### config.mk
export PLATFORM = sky130hd
export DESIGN_NAME = pci_irq_router
export DESIGN_NICKNAME = d
export VERILOG_FILES = /design/src/rtl/pirq_pkg.sv /design/src/rtl/pirq_swizzle.sv /design/src/rtl/pirq_route_table.sv /design/src/rtl/pirq_fanin.sv /design/src/rtl/pci_irq_router.sv
export SDC_FILE = /design/constraint.sdc
export NUM_CORES = 1
export LEC_CHECK = 0
export ABC_AREA = 0
export BUFFER_PORTS_ARGS = -buffer_cell sky130_fd_sc_hd__buf_2
export CAP_MARGIN = 5
export CORE_UTILIZATION = 54
export CTS_BUF_LIST = sky130_fd_sc_hd__clkbuf_16
export CTS_CLUSTER_SIZE = 30
export DETAILED_ROUTE_END_ITERATION = 7
export GPL_TIMING_DRIVEN = 0
export PLACE_DENSITY = 0.85
export SLEW_MARGIN = 10
export SYNTH_ARGS = -nofsm -noshare
export SYNTH_HDL_FRONTEND = slang
export SYNTH_SLANG_ARGS = --single-unit
### constraint.sdc
create_clock -name clk -period 3.4 [get_ports clk]
set_input_delay 0.68 -clock clk [delete_from_list [all_inputs] [get_ports clk]]
set_output_delay 0.68 -clock clk [all_outputs]
set_load 0.03 [all_outputs]
### src/rtl/pirq_pkg.sv
package pirq_pkg;

    localparam int LINES  = 4;
    localparam int PINS   = 4;
    localparam int LINE_W = 2;
    localparam int TGT_W  = 4;

    typedef logic [LINES-1:0] line_vec_t;

    typedef struct packed {
        logic             park;
        logic [2:0]       spare;
        logic [TGT_W-1:0] target;
    } route_entry_t;

    localparam route_entry_t ENTRY_PARKED = '{park: 1'b1, spare: 3'd0, target: '0};

    function automatic int slot_of_devfn(input int devfn);
        return devfn >>> 3;
    endfunction

    function automatic logic [LINE_W-1:0] line_of_pin(input int slot, input int pin,
                                                      input int rot_lo, input int rot_n);
        if (slot >= rot_lo && slot < rot_lo + rot_n)
            return LINE_W'((slot - rot_lo + pin) & (LINES - 1));
        return LINE_W'(pin);
    endfunction

endpackage

### src/rtl/pirq_swizzle.sv
module pirq_swizzle
    import pirq_pkg::*;
#(
    parameter int NUM_SLOTS   = 8,
    parameter int FIRST_DEVFN = 128,
    parameter int ROT_LO      = 18,
    parameter int ROT_N       = 4,
    parameter int NUM_ONBOARD = 2,
    parameter logic [2*NUM_ONBOARD-1:0] ONBOARD_LINES = 4'b11_10
) (
    input  logic                      clk,
    input  logic                      rst,
    input  logic [NUM_SLOTS*PINS-1:0] slot_pins,
    input  logic [NUM_ONBOARD-1:0]    onboard_irq,
    output line_vec_t                 line_lvl
);

    line_vec_t slot_vec [NUM_SLOTS];
    line_vec_t ob_vec   [NUM_ONBOARD];

    for (genvar s = 0; s < NUM_SLOTS; s++) begin : g_slot
        localparam int SLOT = slot_of_devfn(FIRST_DEVFN + 8 * s);
        localparam bit ROTATES = (SLOT >= ROT_LO) && (SLOT < ROT_LO + ROT_N);

        always_comb begin
            slot_vec[s] = '0;
            for (int p = 0; p < PINS; p++)
                slot_vec[s][line_of_pin(SLOT, p, ROT_LO, ROT_N)] |= slot_pins[s*PINS + p];
        end

        if (ROTATES) begin : g_rot_chk
            localparam int L0 = (SLOT - ROT_LO) & (LINES - 1);
            assert_rotate_R2: assert property (@(posedge clk) disable iff (rst)
                slot_pins[s*PINS] |-> line_lvl[L0]);
        end else begin : g_dir_chk
            assert_direct_R3: assert property (@(posedge clk) disable iff (rst)
                slot_pins[s*PINS + 3] |-> line_lvl[3]);
        end
    end

    for (genvar d = 0; d < NUM_ONBOARD; d++) begin : g_onboard
        localparam logic [LINE_W-1:0] FIXED = ONBOARD_LINES[2*d +: 2];
        always_comb begin
            ob_vec[d]        = '0;
            ob_vec[d][FIXED] = onboard_irq[d];
        end
    end

    always_comb begin
        line_lvl = '0;
        for (int s = 0; s < NUM_SLOTS; s++)
            line_lvl |= slot_vec[s];
        for (int d = 0; d < NUM_ONBOARD; d++)
            line_lvl |= ob_vec[d];
    end

    assert_wired_or_R5: assert property (@(posedge clk) disable iff (rst)
        ((|slot_pins) || (|onboard_irq)) |-> (|line_lvl));

endmodule

### src/rtl/pirq_route_table.sv
module pirq_route_table
    import pirq_pkg::*;
(
    input  logic                       clk,
    input  logic                       rst,
    input  logic                       wr_en,
    input  logic [LINE_W-1:0]          wr_sel,
    input  logic [7:0]                 wr_data,
    output route_entry_t [LINES-1:0]   table_q
);

    for (genvar j = 0; j < LINES; j++) begin : g_entry
        always_ff @(posedge clk) begin
            if (rst)
                table_q[j] <= ENTRY_PARKED;
            else if (wr_en && wr_sel == LINE_W'(j))
                table_q[j] <= route_entry_t'(wr_data);
        end

        assert_write_lands_R10: assert property (@(posedge clk) disable iff (rst)
            (wr_en && wr_sel == LINE_W'(j)) |=> (table_q[j] == route_entry_t'($past(wr_data))));
    end

endmodule

### src/rtl/pirq_fanin.sv
module pirq_fanin
    import pirq_pkg::*;
#(
    parameter int NUM_PIC = 16
) (
    input  logic                     clk,
    input  logic                     rst,
    input  line_vec_t                line_lvl,
    input  route_entry_t [LINES-1:0] table_q,
    output logic [NUM_PIC-1:0]       pic_q
);

    logic [NUM_PIC-1:0] pic_d;

    for (genvar k = 0; k < NUM_PIC; k++) begin : g_pic
        always_comb begin
            pic_d[k] = 1'b0;
            for (int j = 0; j < LINES; j++)
                pic_d[k] |= line_lvl[j] && !table_q[j].park &&
                            (table_q[j].target == TGT_W'(k));
        end
    end

    always_ff @(posedge clk) begin
        if (rst) pic_q <= '0;
        else     pic_q <= pic_d;
    end

    // checks
    logic rst_d;
    always_ff @(posedge clk) rst_d <= rst;

    always @(posedge clk) begin
        if (rst_d === 1'b1)
            assert_reset_clear_R1: assert (pic_q == '0);
    end

    logic all_parked;
    always_comb begin
        all_parked = 1'b1;
        for (int j = 0; j < LINES; j++)
            all_parked &= table_q[j].park;
    end

    assert_parked_silent_R7: assert property (@(posedge clk) disable iff (rst)
        all_parked |=> (pic_q == '0));

    assert_idle_quiet_R9: assert property (@(posedge clk) disable iff (rst)
        (line_lvl == '0) |=> (pic_q == '0));

    for (genvar j = 0; j < LINES; j++) begin : g_line_chk
        logic [TGT_W-1:0] tgt_q;
        always_ff @(posedge clk) tgt_q <= table_q[j].target;

        assert_routed_line_R8: assert property (@(posedge clk) disable iff (rst)
            (line_lvl[j] && !table_q[j].park && (int'(table_q[j].target) < NUM_PIC))
            |=> pic_q[tgt_q]);
    end

endmodule

### src/rtl/pci_irq_router.sv
module pci_irq_router
    import pirq_pkg::*;
#(
    parameter int NUM_SLOTS   = 8,
    parameter int FIRST_DEVFN = 128,
    parameter int ROT_LO      = 18,
    parameter int ROT_N       = 4,
    parameter int NUM_ONBOARD = 2,
    parameter logic [2*NUM_ONBOARD-1:0] ONBOARD_LINES = 4'b11_10,
    parameter int NUM_PIC     = 16
) (
    input  logic                      clk,
    input  logic                      rst,
    input  logic [NUM_SLOTS*PINS-1:0] slot_pins,
    input  logic [NUM_ONBOARD-1:0]    onboard_irq,
    input  logic                      route_we,
    input  logic [LINE_W-1:0]         route_sel,
    input  logic [7:0]                route_data,
    output logic [NUM_PIC-1:0]        pic_irq
);

    line_vec_t                line_lvl;
    route_entry_t [LINES-1:0] table_q;

    pirq_swizzle #(
        .NUM_SLOTS    (NUM_SLOTS),
        .FIRST_DEVFN  (FIRST_DEVFN),
        .ROT_LO       (ROT_LO),
        .ROT_N        (ROT_N),
        .NUM_ONBOARD  (NUM_ONBOARD),
        .ONBOARD_LINES(ONBOARD_LINES)
    ) u_swizzle (
        .clk        (clk),
        .rst        (rst),
        .slot_pins  (slot_pins),
        .onboard_irq(onboard_irq),
        .line_lvl   (line_lvl)
    );

    pirq_route_table u_table (
        .clk    (clk),
        .rst    (rst),
        .wr_en  (route_we),
        .wr_sel (route_sel),
        .wr_data(route_data),
        .table_q(table_q)
    );

    pirq_fanin #(.NUM_PIC(NUM_PIC)) u_fanin (
        .clk     (clk),
        .rst     (rst),
        .line_lvl(line_lvl),
        .table_q (table_q),
        .pic_q   (pic_irq)
    );

endmodule

==> results.cfg, run 1 <==
[yosys]
yosys_most_used_dff = dfxtp_1
yosys-top-cells-count = 36 x dfxtp_1, 30 x nor2_1, 18 x nand4_1, 16 x mux2i_1
synth_fp_nets = 255
syn_area_per_cell_um2 = 9.125
yosysMostFrequentCell = dfxtp_1
synth_enable_flop_cells = 0
seq_area_frac_synth_pct = 37.97
syn-cell-area_um2 = 1898
ys_ff_latch = 36
syn_inst = 208
ys_top_cells_by_area = dfxtp_1 38%, mux2i_1 8.4%, a32oi_1 6.5%, nand4_1 5.9%, nor2_1 5.9%
yosys_warnings = 0
synth_top_area_share_pct = 37.97
synth.distinct_cells = 33
yosysTopAreaCell = dfxtp_1
async_reset_ff_share_pct = 0

[setup_path]
cp_max_fo = 10
rr_startpoint = u_table.table_q[2]$_SDFFE_PP0P_
r2r_cells = 3
rrSetupSlack_ns = 1.99
r2r_end = u_fanin.pic_q[4]$_SDFF_PP0_
required_ns = 3.55
startpoint_type = input pin
cp.arrival_ns = 1.82
crit_type = input pin to flop
end_kind = flop

[floorplanning]
fp-row-count = 21
die_x_um = 61.29
die_area_um2 = 3756
io_pins = 63
fp.dieH_um = 61.29
coreArea_um2 = 3363
start_util_pct = 56.44

[clocking]
postCtsHoldBufs = 0
cts_resized = 0
cts_htree_levels = 2
cts_inserted_buffers = 5
cts_buffer_depth = 2
postCtsSetupBuffers = 0
clock_sinks = 36
path_clk_slew_ns = 0.05
clock_latency_ns = 0.28
cts-root-buf = clkbuf_16
tritoncts = built

[placed_design]
place_congestion = 0.9541
io_buffers = 58
placed_cell_area_um2 = 2246
place_hpwl_um = 3667

[global_route]
grt_pass1_vias = 1588
grt_max_degree = 12
grtUsageTotal_pct = 27.40
antenna_found_initial = 0
overflow = 0
grt_pass1_wl_um = 7410

[timing]
max_freq_mhz = 601.0
rsz0062_at_grt = no
maxSlewHeadroom_pct = 62.16
fin_skew_ns = 0.007482
fin_crit_sh_pct = 48.94
drv_slew = 0
finalCriticalPeriod_ns = 1.664
hold-worst-slack_ns = 0.5061
setup_viol = 0
finalHoldViolations = 0
worst_pin_slew_ns = 0.5664
final.setup.tns_ns = 0

[drt]
drtAntennaViolNets = 0
wl_um = 4921
met3_length_um = 379
top_layer = met4
viasPerCell = 6.081
vias = 1946
met2_wirelength_um = 2337
wire_per_inst_um = 15.38
initialDrtViolationCount = 108
drtPass1Iterations = 5
drc = 0
met1_length_um = 2093

[worst_hold_path]
hp-start = u_table.table_q[31]$_SDFFE_PP1P_
hold_end = u_table.table_q[31]$_SDFFE_PP1P_
min_path_cells = 1
hold_class = flop to flop

[layout]
postLayoutCoreUtil_pct = 71.61
final_area_um2 = 2409
drive_gt1_share_pct = 29.56
nets = 320
diodes = 0
syn2layout_area_growth_pct = 26.90

[outcome]
status = finished, final reports clean

[power_and_ir_drop]
power_density_nw_per_um2 = 432.8
ir_worst_vdd_mv = 0.3414
leakage_nw = 0.9801
p_total_w = 0.001042

[run]
cap_violations = 0
==> critical path, cell delays in order <==
cell and delay (ns):
buf_2 0.09, nor4_1 0.25, nand2_1 0.21, buf_6 0.20, a32oi_1 0.26, a31oi_1 0.12
==> power breakdown <==
group | internal [W] | leakage [nW] | switching, W
registers | 0.000433 | 0.292 | 0.0000112
clock network | 0.000340 | 0.0789 | 0.000159
logic | 0.0000451 | 0.609 | 0.0000541
total | 0.000818 | 0.980 | 0.000224
==> registers in the layout, summed over array words and instances, names as in the netlist <==
name and flops:
u_fanin.pic_q 16, u_table.table_q 20
==> logic make-up after synthesis <==
| group | Yosys count | share of synthesized area, % |
|---|---|---|
| simple gates | 108 | 33.29 |
| mux | 16 | 8.438 |
| flops | 36 | 37.97 |
| compound gates | 37 | 15.69 |
| buf+inv | 11 | 4.614 |
==> stage by stage <==
| stage | cells | worst slack, ns |
|---|---|---|
| after floorplan | 208 | 1.760 |
| after global placement | 312 | 1.453 |
| after detailed placement | 312 | 1.464 |
| after CTS | 320 | 1.745 |
| after global routing | 320 | 1.619 |
| final | 320 | 1.736 |
==> area by class of cell <==
cell class / count / area, um2
multi-input cells: 161 / 1090
fillers: 297 / 954.7
flip-flops and latches: 36 / 720.7
repair buffers: 58 / 290.3
clock buffers: 5 / 125.1
plain buffers: 10 / 83.83
well taps: 46 / 57.56
clock inverters: 3 / 37.54
inverters: 1 / 3.754
==> worst max-delay path by stage <==
stage                        from                     endpoint  slack [ns]  cells after the start
finish              slot_pins[21]  u_fanin.pic_q[0]$_SDFF_PP0_        1.74                      6
global route        slot_pins[18]  u_fanin.pic_q[0]$_SDFF_PP0_        1.62                      6
CTS                 slot_pins[21]  u_fanin.pic_q[0]$_SDFF_PP0_        1.75                      6
detailed placement  slot_pins[21]  u_fanin.pic_q[0]$_SDFF_PP0_        1.46                      6
global placement    slot_pins[21]  u_fanin.pic_q[0]$_SDFF_PP0_        1.45                      6
floorplan           slot_pins[21]  u_fanin.pic_q[2]$_SDFF_PP0_        1.76                      5
==> cells in the final DEF (no fill, tap or decap), drive strengths merged, types with 2 or more instances in the layout <==
master / instances
nor4: 7
nand3: 9
nor3b: 3
and2b: 3
buf: 61
nand2b: 3
clkinv: 2
mux2i: 16
dfxtp: 36
a32oi: 14
a211o: 4
nor2: 30
nand4: 18
a31oi: 14
nand4b: 6
nor3: 7
nor2b: 7
and2: 3
nand3b: 2
a41oi: 2
clkbuf: 12
nand2: 8
==> layer usage <==
layer | global-route usage (%) | vias to the layer above
met5 | 0 | -
met4 | 12.66 | 0
met3 | 6.092 | 13
met2 | 42.70 | 106
met1 | 36.08 | 889
li1 | - | 938
Power figures use the tool's default switching activity.
==> run 2, diff against run 1 <==
--- a/config.mk
+++ b/config.mk
@@ -8,12 +8,12 @@
 export ABC_AREA = 0
 export BUFFER_PORTS_ARGS = -buffer_cell sky130_fd_sc_hd__buf_2
 export CAP_MARGIN = 5
-export CORE_UTILIZATION = 54
+export CORE_UTILIZATION = 50
 export CTS_BUF_LIST = sky130_fd_sc_hd__clkbuf_16
 export CTS_CLUSTER_SIZE = 30
 export DETAILED_ROUTE_END_ITERATION = 7
 export GPL_TIMING_DRIVEN = 0
-export PLACE_DENSITY = 0.85
+export PLACE_DENSITY = 0.79
 export SLEW_MARGIN = 10
 export SYNTH_ARGS = -nofsm -noshare
 export SYNTH_HDL_FRONTEND = slang
==> constraint.sdc (replaced) <==
create_clock -name clk -period 1.7 [get_ports clk]
set_input_delay 0.34 -clock clk [delete_from_list [all_inputs] [get_ports clk]]
set_output_delay 0.34 -clock clk [all_outputs]
set_load 0.03 [all_outputs]
==> results.cfg, run 2 (synthesized netlist as in run 1, its figures left out) <==
[outcome]
status = finished, final reports clean

[layout]
diodes = 0
largest_reg_flops = 20
final_cell_mix = 59 x buf_2, 36 x dfxtp_1, 30 x nor2_1
syn2layout_area_growth_pct = 25.77
regMostFlops = u_table.table_q
reg_top3 = u_table.table_q (20), u_fanin.pic_q (16)
drive_gt1_share_pct = 29.93
final_common_cell = buf_2
nets = 320

[power_and_ir_drop]
ir_worst_vdd_mv = 0.7408
leakage_nw = 0.9722
power_density_nw_per_um2 = 810.2

[floorplanning]
io_pins = 63
fp-row-count = 22
die_area_um2 = 4046
fp.dieH_um = 63.61
die_x_um = 63.61
start_util_pct = 51.85
coreArea_um2 = 3661

[drt]
drtAntennaViolNets = 0
wire_per_inst_um = 14.81
vias = 1951
initialDrtViolationCount = 162
drtPass1Iterations = 5
viasPerCell = 6.059
drc = 0
wl_um = 4768

[timing]
fin_ws_ns = 0.3292
maxSlewHeadroom_pct = 62.48
finalCriticalPeriod_ns = 1.371
fin_crit_sh_pct = 80.64
max_freq_mhz = 729.5
setup_viol = 0
drv_slew = 0
worst_pin_slew_ns = 0.5607
final.setup.tns_ns = 0
finalHoldViolations = 0
fin_skew_ns = 0.004532
rsz0062_at_grt = no

[setup_path]
cp_max_fo = 4
cp.arrival_ns = 1.56
rrSetupSlack_ns = 0.33
startpoint_type = flop
r2r_end = u_fanin.pic_q[8]$_SDFF_PP0_
crit_type = flop to flop
end_kind = flop
required_ns = 1.89
r2r_cells = 4
rr_startpoint = u_table.table_q[18]$_SDFFE_PP0P_

[clocking]
clock_sinks = 36
cts_resized = 0
path_clk_slew_ns = 0.05
clock_latency_ns = 0.28
tritoncts = built
cts_inserted_buffers = 5
cts_htree_levels = 2
cts_buffer_depth = 2
postCtsSetupBuffers = 0
postCtsHoldBufs = 0
cts-root-buf = clkbuf_16

[worst_hold_path]
hold_end = u_table.table_q[7]$_SDFFE_PP1P_
hp-start = route_data[7]
hold_class = input pin to flop
min_path_cells = 2

[global_route]
grt_max_degree = 12
grtUsageTotal_pct = 24.41
overflow = 0
grt_pass1_wl_um = 7686
grt_pass1_vias = 1699
antenna_found_initial = 0

[placed_design]
pre_cts_slack_ns = 0.09915
place_hpwl_um = 3740
place_congestion = 0.9438
io_buffers = 58

[run]
cap_violations = 0
## run 2: cell types whose count changed in the layout (fill, tap and decap cells not counted)
cell	delta
clkinv_1	-1
clkinv_2	+2
bufinv_16	-1
## run 2: worst max path at each step
stage | endpoint | start | depth (start not counted)
final | u_fanin.pic_q[8]$_SDFF_PP0_ | u_table.table_q[18]$_SDFFE_PP0P_ | 4
after global routing | u_fanin.pic_q[0]$_SDFF_PP0_ | slot_pins[21] | 6
after CTS | u_fanin.pic_q[8]$_SDFF_PP0_ | u_table.table_q[18]$_SDFFE_PP0P_ | 4
after detailed placement | u_fanin.pic_q[0]$_SDFF_PP0_ | slot_pins[21] | 6
after global placement | u_fanin.pic_q[0]$_SDFF_PP0_ | slot_pins[21] | 6
after floorplan | u_fanin.pic_q[2]$_SDFF_PP0_ | slot_pins[21] | 5
## run 2: layout make-up
type                       count  area, um2
tap                           48      60.06
clock inverter                 3      13.76
clock buffer                   5      125.1
sequential                    36      720.7
inverter                       1      3.754
buffer                        10      83.83
timing repair buffer          58      290.3
fill                         322       1274
multi-input combinational    161       1090
## run 2: metrics by stage
| stage | util [%] | cell area [um2] | hold slack (ns) | power [W] | cells |
|---|---|---|---|---|---|
| CTS | 65.21 | 2387 | 0.2943 | 0.001943 | 322 |
| global route | 65.21 | 2387 | 0.3026 | 0.002007 | 322 |
| finish | 65.21 | 2387 | 0.2973 | 0.001934 | 322 |
| detailed placement | 61.41 | 2248 | 0.4867 | 0.001101 | 314 |
| global placement | 61.41 | 2248 | 0.4706 | 0.001096 | 314 |
| floorplan | - | 1898 | 0.4578 | 0.001011 | 208 |
## run 2: worst max-delay path: stages, from the launching register on
cell	delay, ns
dfxtp_1	0.33
or2_0	0.24
a311oi_2	0.41
nand2_1	0.11
a31oi_1	0.20
## run 2: metal layers
metal	routed length (um)	GRT usage (%)	vias to the layer above	share of wire (%)
met5	0	0	-	0
met4	152	12.50	0	3.2
met3	346	6.522	17	7.3
met2	2187	36.97	99	46
met1	2081	31.49	892	44
li1	-	-	943	-
## run 2: where the power goes
group          leakage, nW  total [W]  switching (W)  internal (W)
clock               0.0710   0.000848       0.000318      0.000531
sequential           0.292   0.000888      0.0000221      0.000866
combinational        0.609   0.000197       0.000107     0.0000903
total                0.972    0.00193       0.000447       0.00149
==> run 3, diff against run 2 <==
==> constraint.sdc (replaced) <==
create_clock -name clk -period 1.4 [get_ports clk]
set_input_delay 0.28 -clock clk [delete_from_list [all_inputs] [get_ports clk]]
set_output_delay 0.28 -clock clk [all_outputs]
set_load 0.03 [all_outputs]
==> results.cfg, run 3 (synthesized netlist as in run 1, its figures left out) <==
[setup_path]
cp_max_fo = 5
end_kind = flop
r2r_end = u_fanin.pic_q[8]$_SDFF_PP0_
crit_type = flop to flop
crit_end = u_fanin.pic_q[8]$_SDFF_PP0_
rr_startpoint = u_table.table_q[1]$_SDFFE_PP0P_
startpoint_type = flop
rrSetupSlack_ns = 0.02
r2r_cells = 3
startpoint = u_table.table_q[1]$_SDFFE_PP0P_
required_ns = 1.59
cp.arrival_ns = 1.57

[layout]
final_area_um2 = 2414
reg_top3 = u_table.table_q (20), u_fanin.pic_q (16)
final_cell_mix = 59 x buf_2, 36 x dfxtp_1, 30 x nor2_1
nets = 321
final_common_cell = buf_2
regMostFlops = u_table.table_q
postLayoutCoreUtil_pct = 65.93
instances_no_fill = 323
largest_reg_flops = 20
syn2layout_area_growth_pct = 27.16
drive_gt1_share_pct = 30.91
diodes = 0

[power_and_ir_drop]
power_density_nw_per_um2 = 977.4
leakage_nw = 0.9787
ir_worst_vdd_mv = 0.9061
p_total_w = 0.002359

[timing]
setup_viol = 0
finalCriticalPeriod_ns = 1.376
fin_crit_sh_pct = 98.30
fin_skew_ns = 0.004474
finalHoldViolations = 0
drv_slew = 0
maxSlewHeadroom_pct = 62.89
rsz0062_at_grt = yes
worst_pin_slew_ns = 0.5547
max_freq_mhz = 726.7

[clocking]
clock_sinks = 36
clock_latency_ns = 0.28
tritoncts = built
path_clk_slew_ns = 0.05
cts_buffer_depth = 2
cts-root-buf = clkbuf_16
cts_htree_levels = 2
cts_inserted_buffers = 5
postCtsHoldBufs = 0

[drt]
wire_per_inst_um = 15.14
vias = 1979
wl_um = 4890
drtPass1Iterations = 5
drc = 0
initialDrtViolationCount = 153
drtAntennaViolNets = 0
viasPerCell = 6.127

[global_route]
antenna_found_initial = 0
grt_pass1_wl_um = 7686
grtUsageTotal_pct = 24.41
grt_max_degree = 12
grt_pass1_vias = 1699
overflow = 0

[run]
cap_violations = 0

[floorplanning]
coreArea_um2 = 3661
fp.dieH_um = 63.61
die_x_um = 63.61
io_pins = 63
start_util_pct = 51.85
fp-row-count = 22
die_area_um2 = 4046

[placed_design]
place_hpwl_um = 3740
dp_cells = 314
io_buffers = 58
place_congestion = 0.9438
placed_cell_area_um2 = 2248

[outcome]
status = finished, final reports clean

[worst_hold_path]
hold_class = input pin to flop
-- run 3: timing repair --
item,in CTS,in global routing
setup endpoints to repair,0,8
buffers inserted,0,1
gates resized for setup,0,3
-- run 3: critical path: stages, from the launching register on --
cell and delay [ns]:
dfxtp_1 0.34, nor3_1 0.49, a32oi_1 0.24, a31oi_1 0.22
-- run 3: power breakdown --
group | internal (W) | switching (W) | total [W] | leakage, nW
clock network | 0.000645 | 0.000391 | 0.00104 | 0.0710
registers | 0.00105 | 0.0000279 | 0.00108 | 0.292
logic | 0.000111 | 0.000133 | 0.000243 | 0.616
-- run 3: how the worst min path moves through the flow --
stage                                                 from                          endpoint  slack [ns]  cells after the start
after floorplan                              route_data[7]   u_table.table_q[7]$_SDFFE_PP1P_        0.40                      1
after global placement    u_table.table_q[31]$_SDFFE_PP1P_  u_table.table_q[31]$_SDFFE_PP1P_        0.47                      1
after detailed placement  u_table.table_q[31]$_SDFFE_PP1P_  u_table.table_q[31]$_SDFFE_PP1P_        0.49                      1
after CTS                                    route_data[7]   u_table.table_q[7]$_SDFFE_PP1P_        0.23                      2
after global routing                                   rst      u_fanin.pic_q[14]$_SDFF_PP0_        0.24                      2
final                                        route_data[7]   u_table.table_q[7]$_SDFFE_PP1P_        0.23                      2
-- run 3: stage by stage --
| stage | setup WS, ns | hold WS (ns) | TNS [ns] |
|---|---|---|---|
| 2_1_floorplan | 0.1598 | 0.3978 | 0 |
| 3_3_place_gp | -0.1394 | 0.4706 | -0.9704 |
| 3_5_place_dp | -0.1409 | 0.4867 | -1.197 |
| 4_1_cts | 0.05040 | 0.2343 | 0 |
| 5_1_grt | -0.02648 | 0.2426 | -0.05463 |
| 6_report | 0.02383 | 0.2328 | 0 |
-- run 3: final cells by class --
class	count	area [um2]
Buffer	10	83.83
Fill cell	317	1247
Timing Repair Buffer	59	297.8
Clock inverter	3	13.76
Inverter	1	3.754
Sequential cell	36	720.7
Tap cell	48	60.06
Multi-Input combinational cell	161	1109
Clock buffer	5	125.1
-- run 3: layer usage --
| layer | share of wire [%] | track usage [%] | wire length [um] |
|---|---|---|---|
| met4 | 3.0 | 12.50 | 145 |
| met3 | 8.1 | 6.522 | 398 |
| met2 | 46 | 36.97 | 2238 |
| met5 | 0 | 0 | 0 |
| met1 | 43 | 31.49 | 2109 |
